--- src/rtl/io_dec_pkg.sv ---
package io_dec_pkg;

  localparam int ADDR_W  = 32;
  localparam int IO_W    = 16;
  localparam int N_FIXED = 16;
  localparam int N_RELOC = 7;
  localparam int N_SEL   = N_FIXED + N_RELOC;
  localparam int IDX_W   = $clog2(N_RELOC + 1);

  // fixed select bits whose enable depends on native mode
  localparam int SEL_DISK_PRI_LEG = 13;
  localparam int SEL_DISK_SEC_LEG = 14;

  // relocatable windows that exist only in native mode (indices 0..N-1)
  localparam int N_NATIVE_WIN = 4;

  typedef struct packed {
    logic [31:0] lo;
    logic [31:0] hi;
    logic [3:0]  tgt;
    logic        io;
  } span_t;

  localparam int N_SPAN = 19;

  localparam span_t SPANS [N_SPAN] = '{
    '{32'h0000_0000, 32'h0000_000F, 4'd0,  1'b1},
    '{32'h0000_0020, 32'h0000_0021, 4'd1,  1'b1},
    '{32'h0000_0040, 32'h0000_0043, 4'd2,  1'b1},
    '{32'h0000_0060, 32'h0000_0060, 4'd3,  1'b1},
    '{32'h0000_0064, 32'h0000_0064, 4'd3,  1'b1},
    '{32'h0000_0061, 32'h0000_0061, 4'd4,  1'b1},
    '{32'h0000_0070, 32'h0000_0073, 4'd5,  1'b1},
    '{32'h0000_0080, 32'h0000_008F, 4'd6,  1'b1},
    '{32'h0000_0092, 32'h0000_0092, 4'd7,  1'b1},
    '{32'h0000_00A0, 32'h0000_00A1, 4'd8,  1'b1},
    '{32'h0000_00C0, 32'h0000_00DF, 4'd9,  1'b1},
    '{32'h0000_00F0, 32'h0000_00F1, 4'd10, 1'b1},
    '{32'h0000_04D0, 32'h0000_04D1, 4'd11, 1'b1},
    '{32'h0000_0CF9, 32'h0000_0CF9, 4'd12, 1'b1},
    '{32'h0000_01F0, 32'h0000_01F7, 4'd13, 1'b1},
    '{32'h0000_03F6, 32'h0000_03F6, 4'd13, 1'b1},
    '{32'h0000_0170, 32'h0000_0177, 4'd14, 1'b1},
    '{32'h0000_0376, 32'h0000_0376, 4'd14, 1'b1},
    '{32'hFEC0_0000, 32'hFEC0_001F, 4'd15, 1'b0}
  };

  // log2 of each relocatable window size, and its address space
  localparam int WIN_LG [N_RELOC] = '{3, 2, 3, 2, 4, 8, 12};
  localparam logic [N_RELOC-1:0] WIN_IS_IO = 7'b011_1111;

endpackage

--- src/rtl/io_dec_fixed.sv ---
module io_dec_fixed
  import io_dec_pkg::*;
#(
  parameter int AW = ADDR_W
) (
  input  logic [AW-1:0]      addr,
  input  logic               is_io,
  input  logic               native,
  output logic [N_FIXED-1:0] hit
);

  always_comb begin
    hit = '0;
    for (int i = 0; i < N_SPAN; i++) begin
      if ((SPANS[i].io == is_io) &&
          (addr >= AW'(SPANS[i].lo)) &&
          (addr <= AW'(SPANS[i].hi))) begin
        hit[SPANS[i].tgt] = 1'b1;
      end
    end
    if (native) begin
      hit[SEL_DISK_PRI_LEG] = 1'b0;
      hit[SEL_DISK_SEC_LEG] = 1'b0;
    end
  end

endmodule

--- src/rtl/io_dec_reloc.sv ---
module io_dec_reloc
  import io_dec_pkg::*;
#(
  parameter int AW  = ADDR_W,
  parameter int IOW = IO_W,
  parameter int NW  = N_RELOC,
  parameter int IW  = IDX_W
) (
  input  logic          clk,
  input  logic          rst,
  input  logic          cfg_we,
  input  logic [IW-1:0] cfg_idx,
  input  logic [AW-1:0] cfg_wdata,
  output logic [AW-1:0] cfg_rdata,
  input  logic [AW-1:0] addr,
  input  logic          is_io,
  input  logic          native,
  output logic [NW-1:0] hit
);

  localparam logic [AW-1:0] IO_SPAN = {{(AW-IOW){1'b0}}, {IOW{1'b1}}};

  logic [NW-1:0][AW-1:0] base_v;

  for (genvar g = 0; g < NW; g++) begin : g_win
    localparam int            LG      = WIN_LG[g];
    localparam bit            IS_IO   = WIN_IS_IO[g];
    localparam bit            NEED_NM = (g < N_NATIVE_WIN);
    localparam logic [AW-1:0] UPPER   = {AW{1'b1}} << LG;
    localparam logic [AW-1:0] KEEP    = IS_IO ? (UPPER & IO_SPAN) : UPPER;

    logic [AW-1:0] base_q;
    logic          enabled;

    always_ff @(posedge clk) begin
      if (rst) begin
        base_q <= '0;
      end else if (cfg_we && (cfg_idx == IW'(g))) begin
        base_q <= cfg_wdata & KEEP;
      end
    end

    assign enabled  = (base_q != '0) && (is_io == IS_IO) && (!NEED_NM || native);
    assign hit[g]   = enabled && ((addr & UPPER) == base_q);
    assign base_v[g] = base_q;
  end

  always_comb begin
    cfg_rdata = '0;
    if (cfg_idx < IW'(NW)) begin
      cfg_rdata = base_v[cfg_idx];
    end
  end

endmodule

--- src/rtl/io_dec_prio.sv ---
module io_dec_prio #(
  parameter int N = 8
) (
  input  logic [N-1:0] req,
  output logic [N-1:0] gnt
);

  // isolate lowest set bit: lowest index has priority
  assign gnt = req & (~req + N'(1));

endmodule

--- src/rtl/io_region_decoder.sv ---
module io_region_decoder
  import io_dec_pkg::*;
#(
  parameter int AW  = ADDR_W,
  parameter int IOW = IO_W,
  parameter int IW  = IDX_W,
  parameter int NS  = N_SEL
) (
  input  logic          clk,
  input  logic          rst,
  input  logic [AW-1:0] bus_addr,
  input  logic          bus_is_io,
  input  logic          bus_valid,
  input  logic          ide_native,
  input  logic          cfg_we,
  input  logic [IW-1:0] cfg_idx,
  input  logic [AW-1:0] cfg_wdata,
  output logic [AW-1:0] cfg_rdata,
  output logic [NS-1:0] region_sel,
  output logic          region_miss
);

  logic [N_FIXED-1:0] fixed_hit;
  logic [N_RELOC-1:0] reloc_hit;
  logic [NS-1:0]      req;
  logic [NS-1:0]      gnt;

  io_dec_fixed #(.AW(AW)) u_fixed (
    .addr   (bus_addr),
    .is_io  (bus_is_io),
    .native (ide_native),
    .hit    (fixed_hit)
  );

  io_dec_reloc #(.AW(AW), .IOW(IOW), .NW(N_RELOC), .IW(IW)) u_reloc (
    .clk       (clk),
    .rst       (rst),
    .cfg_we    (cfg_we),
    .cfg_idx   (cfg_idx),
    .cfg_wdata (cfg_wdata),
    .cfg_rdata (cfg_rdata),
    .addr      (bus_addr),
    .is_io     (bus_is_io),
    .native    (ide_native),
    .hit       (reloc_hit)
  );

  // fixed regions occupy the low indices, so they win every overlap
  assign req = bus_valid ? {reloc_hit, fixed_hit} : '0;

  io_dec_prio #(.N(NS)) u_prio (
    .req (req),
    .gnt (gnt)
  );

  always_ff @(posedge clk) begin
    if (rst) begin
      region_sel  <= '0;
      region_miss <= 1'b0;
    end else begin
      region_sel  <= gnt;
      region_miss <= bus_valid && (req == '0);
    end
  end

endmodule

--- config.mk ---
export PLATFORM = sky130hd
export DESIGN_NAME = io_region_decoder
export DESIGN_NICKNAME = d
export VERILOG_FILES = /design/src/rtl/io_dec_pkg.sv /design/src/rtl/io_dec_fixed.sv /design/src/rtl/io_dec_reloc.sv /design/src/rtl/io_dec_prio.sv /design/src/rtl/io_region_decoder.sv
export SDC_FILE = /design/constraint.sdc
export NUM_CORES = 1
export LEC_CHECK = 0
export BUFFER_PORTS_ARGS = -buffer_cell sky130_fd_sc_hd__buf_2
export CAP_MARGIN = 20
export CORE_AREA = 4 4 118 120
export DETAILED_ROUTE_END_ITERATION = 10
export DIE_AREA = 0 0 122 124
export PLACE_DENSITY = 0.74
export SYNTH_ARGS = -nofsm -noshare
export SYNTH_HDL_FRONTEND = slang
export SYNTH_SLANG_ARGS = --single-unit
export TNS_END_PERCENT = 20
--- constraint.sdc ---
create_clock -name clk -period 4.05 [get_ports clk]
set_clock_uncertainty 0.15 [all_clocks]
set_input_delay 0.6075 -clock clk [delete_from_list [all_inputs] [get_ports clk]]
set_output_delay 0.6075 -clock clk [all_outputs]
set_load 0.03 [all_outputs]
==> flow_metrics.py, run 1 <==
metrics = {
    "outcome": {
        "outcome": "finished clean",
    },
    "synthesis": {
        "synthCells": 851,
        "avgSynthCellArea_um2": 7.819,
        "async_flop_share_pct": 0,
        "yosys_register_bits": 118,
        "combined_area_of_all_synthesized_cells_um2": 6654,
        "synth_unique_cells": 52,
        "yosys_warnings": 0,
        "ys_seq_area_share_pct": 35.50,
        "synth_edf_count": 0,
        "ys_dominant_reg_cell": "dfxtp_1",
    },
    "worst_setup_path": {
        "worst-endpoint-required_ns": 3.29,
        "critPathLaunchType": "input port",
        "ws_path_type": "input port to output pin",
        "timing.critical_path.arrival_ns": 2.24,
        "r2r-start": "u_reloc.g_win[1].base_q[8]",
        "highest_net_fanout_along_the_worst_path": 27,
        "timing.critical_path.slowest_stage_cell": "mux4_2",
        "crit_family": "buffers and inverters",
        "critical_path.cell_chain": "buf_2, mux4_2, inv_1, o21ai_0, buf_2",
        "crit_path_start": "cfg_idx[0]",
        "cp_capture_type": "output pin",
        "max_stage_delay_ns": 0.59,
        "timing.critical_path.buf_inv": 3,
        "path_common_cell": "buf_2",
    },
    "timing": {
        "worst_slew_margin_rel_pct": 42.67,
        "max_freq_mhz": 334.2,
        "setup_viol_count_final": 0,
        "sum_of_negative_setup_slack_ns": 0,
        "minimum_clock_period_after_layout_ns": 2.993,
        "fin_crit_sh_pct": 73.89,
        "slew_violations": 0,
        "final_hold_viol_count": 0,
        "rsz0062_at_grt": "no",
        "timing_worst_slew_pin_value_ns": 0.8534,
    },
    "pwr": {
        "p_clk_share_pct": 45.8,
        "power.switching_mw": 0.7395,
        "power.share.switching_pct": 26.00,
        "power.density_cell_area_nw_per_um2": 365.9,
        "comb_power_share_pct": 11.6,
        "part_of_the_power_in_registers_pct": 42.6,
        "power.static_leakage_nw": 2.996,
        "worst_ir_drop_vdd_uv": 277.3,
        "fin_total_pwr_mw": 2.844,
        "intPower_mw": 2.105,
    },
    "clock_network": {
        "tritoncts": "done",
        "cts_setup_buffers": 0,
        "max-clock-path-buffers": 2,
        "clkSinkCount": 118,
        "cts_htree_levels": 4,
        "post_cts_resize_count": 0,
        "cts.root.buffer_cell": "clkbuf_16",
        "clk_latency_ns": 0.42,
        "clkSlewWorstSetupHoldPaths_ns": 0.05,
        "holdBufCountCts": 0,
        "cts_buffers": 17,
    },
    "placed_design": {
        "port_buffers": 124,
        "gp_congestion": 0.9527,
        "detailed_place.area_um2": 7249,
        "detailed_place_hpwl_mm": 15.23,
    },
    "floorplanning": {
        "floorplan.initialDensity_pct": 51.26,
        "die_height_um": 124,
        "rows": 42,
        "io-pin-count": 129,
        "die_width_um": 122,
        "floorplan.core_area_um2": 12980,
        "fp.dieArea_um2": 15130,
    },
    "grt": {
        "grt_pass1_wl_mm": 33.24,
        "gr-usage-all-layers_pct": 28.78,
        "pin_count_of_the_biggest_net_entering_global_routing": 64,
        "globalRouteOverflowTotal": 0,
        "antenna_violations_before_repair": 0,
        "grt_pass1_vias": 6334,
    },
    "min_path": {
        "hp-start": "cfg_wdata[25]",
        "hold_path.class": "input port to flop",
    },
    "drt": {
        "detail_route.first_pass.iterations": 5,
        "final_antenna_net_count": 0,
        "drt_iter0_drc": 688,
        "drt_drc_violations_left": 0,
        "routed-via-count": 6746,
        "detail_route.vias_per_cell": 5.980,
        "m1WireLength_mm": 8.463,
        "routed.top_layer": "met4",
        "avgRoutedWirePerCell_um": 19.03,
        "met3RoutedLength_mm": 2.136,
        "met2_length_mm": 9.938,
        "finalWirelength_mm": 21.46,
    },
    "final_layout": {
        "finalNetCount": 1013,
        "final_design_instance_area_without_fill_um2": 7774,
        "drive_gt1_share_pct": 19.01,
        "syn_to_final_growth_pct": 16.83,
        "ant_diodes": 0,
    },
    "run": {
        "cap_viol_max_count": 0,
    },
}
## cells in the final DEF (no fill, tap or decap), types with 9 or more instances in the layout
cell       netlist  routed
xor2_1          38      38
dfxtp_1        118     118
a21oi_1        101     101
nor2_1          33      33
mux2i_1          9       9
o21ai_0         12      12
xnor2_1         55      55
inv_1           14      14
and3_1          22      22
nand2_1        212     212
nand4_1         23      23
nor4_1          35      35
nand3_1         23      23
nor3_1          19      19
clkbuf_16        0      17
buf_2           16     124
mux4_2          13      13
## metrics by stage
step           setup WS (ns)  util (%)  cells  hold slack, ns
6_report               1.057     59.89   1128          0.2751
5_1_grt               0.9403     59.89   1128          0.2679
4_1_cts                1.047     59.74   1127          0.2619
3_5_place_dp           1.046     55.85   1096          0.3380
3_3_place_gp           1.069     55.85   1096          0.3366
2_1_floorplan          1.197         -    852          0.3124
## power groups by stage
| stage | registers [mW] | clock network, mW | logic (mW) |
|---|---|---|---|
| floorplan | 1.22 | 0 | 0.216 |
| global placement | 1.23 | 0 | 0.316 |
| detailed placement | 1.23 | 0 | 0.321 |
| CTS | 1.21 | 1.32 | 0.323 |
| global route | 1.21 | 1.38 | 0.356 |
| finish | 1.21 | 1.30 | 0.329 |
## worst min-delay path, delay by kind of cell
kind / cells / cell delay (ns)
and+or+nand+nor: 1 / 0.04
AOI/OAI and AO/OA: 1 / 0.05
buffers and inverters: 1 / 0.09
## layer usage
layer  vias up  global-route usage (%)
li1       3119                       -
met1      3170                   36.86
met5         -                       0
met4         0                   14.99
met2       384                   45.86
met3        73                   6.085
## cell usage after synthesis (2+ instances only)
library cell	instances	area [µm²]
o22ai_1	4	25.02
nor2_1	33	123.9
inv_1	14	52.55
nor4_4	3	63.81
nor3b_1	3	22.52
buf_2	16	80.08
nor4_1	35	219.0
and2_1	4	25.02
mux2i_1	9	90.09
nand2_1	212	795.8
and4_1	3	26.28
o2111ai_1	2	17.52
xnor2_1	55	481.7
o21ai_0	12	60.06
a21oi_1	101	505.5
buf_4	7	52.55
clkbuf_1	34	127.6
dfxtp_1	118	2362
nand4_1	23	143.9
mux2_2	4	45.04
nor2b_1	7	43.79
and3_1	22	137.6
nand2b_1	2	12.51
mux4_2	13	292.8
xor2_1	38	332.8
a31oi_1	4	25.02
nor3_1	19	95.09
or3_1	3	18.77
or2_1	2	12.51
or4b_1	2	20.02
nand3_1	23	115.1
nand4bb_1	2	22.52
nor4b_1	3	26.28
## state kept, by name, summed over array words and instances, names as in the netlist
signal	count
region_miss	1
region_sel	23
u_reloc.g_win.base_q	94
## cell families (layout without fill, tap and decap cells)
| kind of cell | Yosys count | after routing | synth area share, % |
|---|---|---|---|
| mux | 26 | 26 | 6.431 |
| other cells | 1 | 2 | 0.05636 |
| flops | 118 | 118 | 35.50 |
| simple gates | 412 | 412 | 30.65 |
| buf+inv | 72 | 172 | 4.757 |
| compound gates | 129 | 129 | 10.36 |
| xor+xnor | 93 | 93 | 12.24 |
## final cells by class
cell class	count	area [µm²]
multi-input combinational	662	3979
fill	1230	5206
inverter	14	52.55
sequential	118	2362
tap	176	220.2
timing repair buffer	127	655.6
clock inverter	5	25.02
clock buffer	26	479.2
## path summary, 6_finish.rpt
check,to,slack [ns],depth (start not counted)
min,u_reloc.g_win[6].base_q[25],0.28,3
min reg2reg,u_reloc.g_win[6].base_q[19],0.35,2
max,cfg_rdata[4],1.06,5
max reg2reg,region_sel[21],1.73,6
(Power assumes the default switching activity.)
==> inputs of run 2 (changes only) <==
- CORE_AREA: 4 4 118 120 -> 4 4 120 122
- DIE_AREA: 0 0 122 124 -> 0 0 124 126
- PLACE_DENSITY: 0.74 -> 0.75
- clock period: 4.05 -> 2.7 ns (I/O delays scaled with it)
==> flow_metrics.py, run 2 (synthesis gave the netlist of run 1 again) <==
metrics = {
    "floorplanning": {
        "rows": 42,
        "die_width_um": 124,
        "io-pin-count": 129,
        "floorplan.core_area_um2": 13190,
        "die_height_um": 126,
        "floorplan.initialDensity_pct": 50.45,
        "fp.dieArea_um2": 15620,
    },
    "clock_network": {
        "holdBufCountCts": 0,
        "clkSinkCount": 118,
        "clk_latency_ns": 0.43,
        "cts_setup_buffers": 0,
        "cts_buffers": 17,
        "cts_htree_levels": 4,
        "clkSlewWorstSetupHoldPaths_ns": 0.05,
        "max-clock-path-buffers": 2,
        "cts.root.buffer_cell": "clkbuf_16",
        "tritoncts": "done",
        "post_cts_resize_count": 0,
    },
    "placed_design": {
        "detailed_place_hpwl_mm": 15.68,
        "port_buffers": 124,
        "gp_congestion": 0.9343,
        "post-place-ws_ns": 0.2544,
    },
    "grt": {
        "globalRouteOverflowTotal": 0,
        "grt_pass1_vias": 6405,
        "pin_count_of_the_biggest_net_entering_global_routing": 45,
        "gr-usage-all-layers_pct": 27.94,
        "grt_pass1_wl_mm": 33.41,
        "antenna_violations_before_repair": 0,
    },
    "final_layout": {
        "ant_diodes": 0,
        "max_flop_register": "u_reloc.g_win.base_q",
        "syn_to_final_growth_pct": 19.29,
        "drive_gt1_share_pct": 20.54,
        "num-fill-cells": 1246,
        "layout_common_cells": "nand2_1 (212), buf_2 (124), dfxtp_1 (118)",
        "registers_with_the_highest_flip_flop_counts": "u_reloc.g_win.base_q (94), region_sel (23), region_miss (1)",
        "finalCoreUtilization_pct": 60.18,
        "largest_reg_flops": 94,
        "finalNetCount": 1031,
        "layout_commonest_cell": "nand2_1",
    },
    "timing": {
        "worst_slew_margin_rel_pct": 59.98,
        "fin_crit_sh_pct": 90.39,
        "setup_viol_count_final": 0,
        "minimum_clock_period_after_layout_ns": 2.440,
        "slew_violations": 0,
        "final_worst_slack_ns": 0.2596,
        "final_hold_viol_count": 0,
        "sum_of_negative_setup_slack_ns": 0,
        "max_freq_mhz": 409.8,
        "rsz0062_at_grt": "no",
        "timing_worst_slew_pin_value_ns": 0.5989,
    },
    "run": {
        "cap_viol_max_count": 0,
    },
    "worst_setup_path": {
        "critPathLaunchType": "input port",
        "cp_capture_type": "output pin",
        "ws_path_type": "input port to output pin",
        "highest_net_fanout_along_the_worst_path": 17,
        "timing.critical_path.arrival_ns": 1.89,
        "worst-endpoint-required_ns": 2.14,
    },
    "drt": {
        "final_antenna_net_count": 0,
        "detail_route.vias_per_cell": 5.872,
        "drt_iter0_drc": 759,
        "routed-via-count": 6724,
        "avgRoutedWirePerCell_um": 18.87,
        "drt_drc_violations_left": 0,
        "finalWirelength_mm": 21.61,
        "detail_route.first_pass.iterations": 6,
    },
    "pwr": {
        "worst_ir_drop_vdd_uv": 625.7,
        "power.static_leakage_nw": 3.093,
        "power.density_cell_area_nw_per_um2": 558.1,
    },
    "min_path": {
        "hold_path.class": "input port to flop",
    },
    "outcome": {
        "outcome": "finished clean",
    },
}
run 2: cell types whose count changed in the layout (fill, tap and decap cells not counted):
| cell | before | now |
|---|---|---|
| buf_12 | 1 | 0 |
| buf_4 | 2 | 21 |
| bufinv_16 | 0 | 1 |
| clkbuf_1 | 7 | 6 |
| clkbuf_8 | 2 | 4 |
| clkinv_2 | 5 | 1 |
| clkinvlp_4 | 0 | 1 |
run 2: metal layers:
layer / track usage (%) / wire length, µm / up-vias
li1: - / - / 3157
met3: 7.444 / 2173 / 79
met5: 0 / 0 / -
met2: 43.97 / 9902 / 363
met4: 12.76 / 908 / 0
met1: 35.65 / 8622 / 3125
run 2: critical path: stages:
cell and delay (ns):
buf_2 0.40, mux4_2 0.61, mux2_2 0.29, buf_2 0.18
run 2: path summary, 6_finish.rpt:
path | depth (start not counted) | slack [ns] | from | to
hold reg to reg | 2 | 0.35 | u_reloc.g_win[6].base_q[22] | u_reloc.g_win[6].base_q[22]
hold / removal | 3 | 0.06 | cfg_wdata[31] | u_reloc.g_win[6].base_q[31]
setup / recovery | 4 | 0.26 | cfg_idx[1] | cfg_rdata[15]
setup reg to reg | 6 | 0.56 | u_reloc.g_win[2].base_q[6] | region_sel[20]
run 2: metrics by stage:
stage	instances	total power [mW]	hold WS, ns	area, µm²
after global placement	1115	2.336	0.3369	7392
after global routing	1145	4.567	0.06639	7938
after CTS	1145	4.433	0.05519	7938
after floorplan	852	2.161	0.3124	6658
final	1145	4.430	0.05799	7938
after detailed placement	1115	2.344	0.3445	7392
run 2: layout make-up:
class | instances | area, µm² | share of cell area (%)
Timing Repair Buffer | 145 | 778.2 | 9.805
Inverter | 14 | 52.55 | 0.6620
Multi-Input combinational cell | 662 | 3979 | 50.13
Clock buffer | 27 | 503.0 | 6.337
Sequential cell | 118 | 2362 | 29.76
Clock inverter | 3 | 42.54 | 0.5359
Tap cell | 176 | 220.2 | 2.774
run 2: report_power, final:
group          internal, mW  total (mW)  leakage, nW  switching, mW
registers              1.77        1.82        0.954         0.0413
logic                 0.189       0.504         1.88          0.315
clock network          1.35        2.11        0.264          0.763
